$ cat src/rtl/seq5_pkg.sv
package seq5_pkg;

    localparam int CODE_W   = 3;
    localparam int LOOP_LEN = 5;

    typedef enum logic [CODE_W-1:0] {
        C_START = 3'b000,
        C_ONE   = 3'b001,
        C_TWO   = 3'b011,
        C_THREE = 3'b101,
        C_LAST  = 3'b110,
        X_LOW   = 3'b010,
        X_HIGH  = 3'b100,
        X_ALL   = 3'b111
    } code_e;

    typedef struct packed {
        code_e code;
        logic  wrap;
    } view_t;

    function automatic code_e step_code(code_e cur);
        code_e n;
        case (cur)
            C_START: n = C_ONE;
            C_ONE:   n = C_TWO;
            C_TWO:   n = C_THREE;
            C_THREE: n = C_LAST;
            C_LAST:  n = C_START;
            X_LOW:   n = C_TWO;
            X_HIGH:  n = C_START;
            X_ALL:   n = C_START;
            default: n = C_START;
        endcase
        return n;
    endfunction

    function automatic logic on_loop(logic [CODE_W-1:0] c);
        return (c == 3'b000) || (c == 3'b001) || (c == 3'b011) ||
               (c == 3'b101) || (c == 3'b110);
    endfunction

endpackage

$ cat src/rtl/seq5_step.sv
module seq5_step
    import seq5_pkg::*;
(
    input  code_e cur,
    output code_e nxt
);
    always_comb nxt = step_code(cur);


    always_comb begin
        no_fixed_point_chk: assert (nxt != cur || $isunknown(cur));
    end
endmodule

$ cat src/rtl/seq5_reg.sv
module seq5_reg
    import seq5_pkg::*;
#(
    parameter logic [CODE_W-1:0] RESET_CODE = 3'b000
) (
    input  logic  clk,
    input  logic  rst,
    input  code_e d,
    output code_e q
);
    localparam code_e INIT = code_e'(RESET_CODE);

    always_ff @(posedge clk) begin
        if (rst) q <= INIT;
        else     q <= d;
    end


    reset_load_chk: assert property (@(posedge clk) rst |=> (q == INIT));
endmodule

$ cat src/rtl/seq5_flag.sv
module seq5_flag
    import seq5_pkg::*;
(
    input  code_e cur,
    output view_t view
);
    always_comb begin
        view.code = cur;
        view.wrap = (cur == C_LAST);
    end
endmodule

$ cat src/rtl/seq5_counter.sv
module seq5_counter
    import seq5_pkg::*;
#(
    parameter logic [2:0] RESET_CODE = 3'b000
) (
    input  logic       clk,
    input  logic       rst,
    output logic [2:0] state,
    output logic       wrap
);
    code_e cur_q;
    code_e nxt_c;
    view_t view_c;

    seq5_step u_step (.cur(cur_q), .nxt(nxt_c));

    seq5_reg #(.RESET_CODE(RESET_CODE)) u_reg (
        .clk(clk), .rst(rst), .d(nxt_c), .q(cur_q)
    );

    seq5_flag u_flag (.cur(cur_q), .view(view_c));

    assign state = view_c.code;
    assign wrap  = view_c.wrap;


    loop_order_chk: assert property (@(posedge clk) disable iff (rst)
        (state == 3'b101) |=> (state == 3'b110));

    wrap_to_start_chk: assert property (@(posedge clk) disable iff (rst)
        wrap |=> (state == 3'b000));

    wrap_rise_chk: assert property (@(posedge clk) disable iff (rst)
        $rose(wrap) |-> ($past(state) == 3'b101));

    low_exit_chk: assert property (@(posedge clk) disable iff (rst)
        (state == 3'b010) |=> (state == 3'b011));

    high_exit_chk: assert property (@(posedge clk) disable iff (rst)
        (state == 3'b100) |=> (state == 3'b000));

    all_exit_chk: assert property (@(posedge clk) disable iff (rst)
        (state == 3'b111) |=> (state == 3'b000));

    rejoin_chk: assert property (@(posedge clk) disable iff (rst)
        !on_loop(state) |=> on_loop(state));

    always_moves_chk: assert property (@(posedge clk) disable iff (rst)
        1'b1 |=> (state != $past(state)));
endmodule

$ cat config.mk
export PLATFORM = sky130hd
export DESIGN_NAME = seq5_counter
export DESIGN_NICKNAME = d
export VERILOG_FILES = /design/src/rtl/seq5_pkg.sv /design/src/rtl/seq5_step.sv /design/src/rtl/seq5_reg.sv /design/src/rtl/seq5_flag.sv /design/src/rtl/seq5_counter.sv
export SDC_FILE = /design/constraint.sdc
export NUM_CORES = 1
export LEC_CHECK = 0
export ABC_AREA = 1
export BUFFER_PORTS_ARGS = -buffer_cell sky130_fd_sc_hd__buf_2
export CORE_AREA = 5 5 42 44
export CTS_CLUSTER_SIZE = 16
export DETAILED_ROUTE_END_ITERATION = 8
export DIE_AREA = 0 0 47 49
export GPL_TIMING_DRIVEN = 0
export PLACE_DENSITY_LB_ADDON = 0.25
export SETUP_SLACK_MARGIN = 0.1
export SKIP_LAST_GASP = 1
export SYNTH_ARGS = -nofsm -noshare
export SYNTH_HDL_FRONTEND = slang
export SYNTH_HIERARCHICAL = 1
export SYNTH_SLANG_ARGS = --single-unit
export TNS_END_PERCENT = 20
$ cat constraint.sdc
create_clock -name clk -period 1.3 [get_ports clk]
set_clock_uncertainty 0.1 [all_clocks]
set_input_delay 0.195 -clock clk [delete_from_list [all_inputs] [get_ports clk]]
set_output_delay 0.195 -clock clk [all_outputs]
set_load 0.005 [all_outputs]
Word level (Yosys, flattened, before mapping)
Memories as Yosys holds them, arrays and structs flattened. A register that Yosys moved wholly into a read port is not among the register bits.
Cells that the tools add are included.
{ "totals": {"mem_bits_ro": 24, "word_cells": 2, "n_memories": 1, "input_bits": 2, "regBits": 0, "output_inout_bits": 4} }
{ "memory_table": {"columns": ["name", "depth", "width", "read_ports", "rd_clocked_by_memory_dff", "wr", "line", "rtl"], "rows": [
  ["(name not given)", 8, 3, 1, 1, 0, "seq5_pkg.sv:24", "case (cur)"]
]} }
{ "classes": {"n_eq_ne": 1} }
{ "op_table": {"columns": ["op", "count"], "rows": [
  ["== test 3 bit (second input constant)", 1]
]} }

Longest topological paths before layout
{ "depth": {"depth_word": 1, "depth_mapped": 6, "depth_no_buf": 6} }

Modules after synthesis
The synthesis kept the hierarchy.
{ "by_module_without_submodules": {"columns": ["module", "area_each_um2", "seq_area_each_um2", "n_inst", "cells_each"], "rows": [
  ["seq5_reg", 82.6, 60.1, 1, 9],
  ["seq5_step", 48.8, 0.0, 1, 8],
  ["seq5_flag", 32.5, 0.0, 1, 5]
]} }

Least setup slack after synthesis
No wires, ideal clock.
{ "synth_path": {"path_kind": "reg-to-reg", "from": "register u_reg.q[1]", "to": "register u_reg.q[1]", "setup_time_ps": 64, "path_slack_ps": 262, "period_less_slack_ps": 1038, "stages_incl_launch_ff": 6, "n_path_buf": 0, "arrival_ps": 874, "t_required_ps": 1136, "cell_sequence": "dfxtp_1 > inv_1 > ha_1 > o21ai_0 > inv_1 > nor2_1"} }
{ "synth_rtl": {"columns": ["item", "line", "rtl"], "rows": [
  ["start: declaration", "seq5_reg.sv:9", "output code_e q"]
]} }

Worst setup path after layout
{ "layout_path": {"from": "register u_reg.q[0]", "to": "output port state[0]"} }
{ "layout_rtl": {"columns": ["item", "line", "rtl"], "rows": [
  ["end: declaration", "seq5_counter.sv:8", "output logic [2:0] state,"]
]} }
No word-level cell between the ends.

==> metrics.txt <==
DRC viols=0; Site Rows=14; status=finished clean; Post-CTS Resized=1; Buf/Inv on CP=2; chip width=47 um; io pins=6; most frequent cells in the layout=buf_2, inv_1, nand2_1; sequential share of the synthesized area=36.64%; Compound-Gate Fraction of Synth Area=3.053%; sw power=0.00007927 W; setup TNS=0 ps; XOR/XNOR Fraction of Synth Area=0%; Comb pwr share=16.1%; yosys warns=6; Post-Synthesis Cells=22; fin area=237.7 um^2; GRT Total Usage=3.944%; top routing layer used=met3; Antenna Violating Nets Remaining=0; Die Ht=49 um; Nets=36; CP required=1000 ps; GRT overflow=0; RSZ-0062 raised after global routing=true; Worst Reg-to-Reg Cells=4; DP HPWL=260.5 um; Switching Share=24.15%; worst hold path type=input port to flip-flop; Int Pwr=0.0002490 W; total CTS buffers=3; Filler Cell Count=175; PortBufs=5; initial DRC count=0; Clock Path Buffers=2; CP delay by family, top=flip-flops; global-route wire length before repair=579 um; RR Startpoint=u_reg/q[0]$_SDFF_PP0_; # Max-Cap Violations=0; max reg flops=3; Worst setup SP type=flip-flop; Seq. cell area=62.56 um^2; register with the most flip-flops=u_reg/q; CP Class=flip-flop to output pin; Core Util, Final=16.96%; CP arrival=850 ps; min Tclk post-route=1146 ps; Post-CTS Hold Fix Bufs=0; # Post-CTS Setup Buffers=0; share of cells above drive strength 1=45.16%; share of power burned in the clock network=48.8%; Slew headroom=88.21%; core area=1401 um^2; Total Wirelength=330 um; fin. max-slew vios=0; Worst R2R End=u_reg/q[1]$_SDFF_PP0_; worst hold stages=2; Initial Util=11.70%; DR pass1 iterations=1; Max Freq=872.3 MHz; Peak VDD IR=0.4597 mV; multi-input logic area=62.56 um^2; die area=2303 um^2; largest family of logic cells by synthesized area=buffers and inverters; R2R setup slack=240 ps; Clock transition at path regs=40 ps; routed wl met3=29 um; # diodes=0; DP Area=209.0 um^2; worst slew pin tran=176.6 ps; post-synthesis mux area share=0%; Final setup viols=0; PD cells=1381 nW/um^2; met2 wire length=156 um; H-tree levels=1; vias in the first global route=173; top cell type's share of synthesized area=36.64%; Mean Syn Cell Area=7.450 um^2; crit-path max cell delay=400 ps; cell at the slowest stage of the critical path=dfxtp_1; met1 wire length=144 um; Syn Std Cell Area=163.9 um^2; simple logic cell fraction of the synthesized area=19.85%; final hold vios=0; placed insts=43; CTS sink count=3; Lkg Pwr=0.1334 nW; leading area contributor after synthesis=dfxtp_1; largest net degree at the start of global routing=6; worst path cell trace=buf_4 -> buf_2; largest registers=u_reg/q: 3 flops; #FFs+latches synth=3; Synth-to-Final Area Change=45.04%; routed via count=137; Post-Synth Adder-Cell Area=15.27%; root buf cell=clkbuf_4; Total Power=0.0003282 W; initial antenna violation count=0; clock tree from TritonCTS=built; sequential share of power=35.2%; drt via density=2.915; biggest fanout along the worst timing path=4; Area contributors post-synth=dfxtp_1, ha_1, buf_4, inv_1, nand2_1; final cell count without fillers=47; sink of the worst hold path=u_reg/q[1]$_SDFF_PP0_; Final GP Congestion=0.6106; Final period util=88.18%; clock latency on the worst-skew pair=230 ps; hold path startpoint=rst; Routed WL per cell=7.021 um; Synth cell types=8; Setup crit end kind=output pin; Synthesized Nets=26
[cells by family after synthesis]
logic type | Yosys count
buffers and inverters | 8
and+or+nand+nor | 8
DFF | 3
adders and majority gates | 2
AOI/OAI and AO/OA | 1
[layer usage]
metal | track usage [%] | vias up
met5 | 0 | -
met1 | 3.516 | 56
met3 | 1.107 | 0
li1 | - | 77
met4 | 6.912 | 0
met2 | 4.977 | 4
[Yosys cell counts (all sizes together)]
cell type / count
o21ai: 1
buf: 3
dfxtp: 3
inv: 5
nor2: 4
ha: 2
nand2: 4
[cell type report]
cell class	instances	area share, %
Timing Repair Buffer	5	10.53
Sequential cell	3	26.32
Multi-Input combinational cell	11	26.32
Tap cell	16	8.421
Inverter	5	7.895
Clock buffer	4	11.05
Buffer	3	9.474
[worst max-delay path by stage]
stage	startpoint	slack, ps	depth (start not counted)	end
3_5_place_dp	u_reg/q[1]$_SDFF_PP0_	160	5	u_reg/q[1]$_SDFF_PP0_
2_1_floorplan	u_reg/q[1]$_SDFF_PP0_	260	5	u_reg/q[1]$_SDFF_PP0_
3_3_place_gp	u_reg/q[1]$_SDFF_PP0_	200	5	u_reg/q[1]$_SDFF_PP0_
6_report	u_reg/q[0]$_SDFF_PP0_	150	2	state[0]
5_1_grt	u_reg/q[0]$_SDFF_PP0_	100	2	state[0]
4_1_cts	u_reg/q[1]$_SDFF_PP0_	120	3	wrap
[power groups by stage]
| stage | Clock [W] | Combinational, W | Sequential (W) |
|---|---|---|---|
| finish | 0.000160 | 0.0000527 | 0.000115 |
| global route | 0.000177 | 0.0000638 | 0.000118 |
| CTS | 0.000173 | 0.0000522 | 0.000115 |
| detailed placement | 0 | 0.0000521 | 0.000116 |
| global placement | 0 | 0.0000514 | 0.000115 |
| floorplan | 0 | 0.0000364 | 0.000112 |
[metrics by stage]
step / setup WS (ps) / hold slack (ps)
6_report: 153.6 / 42.02
3_3_place_gp: 195.7 / 291.9
3_5_place_dp: 159.6 / 288.5
4_1_cts: 121.5 / 31.52
5_1_grt: 98.53 / 55.64
2_1_floorplan: 261.9 / 166.2
No activity file was read; power rests on OpenSTA's default activity.
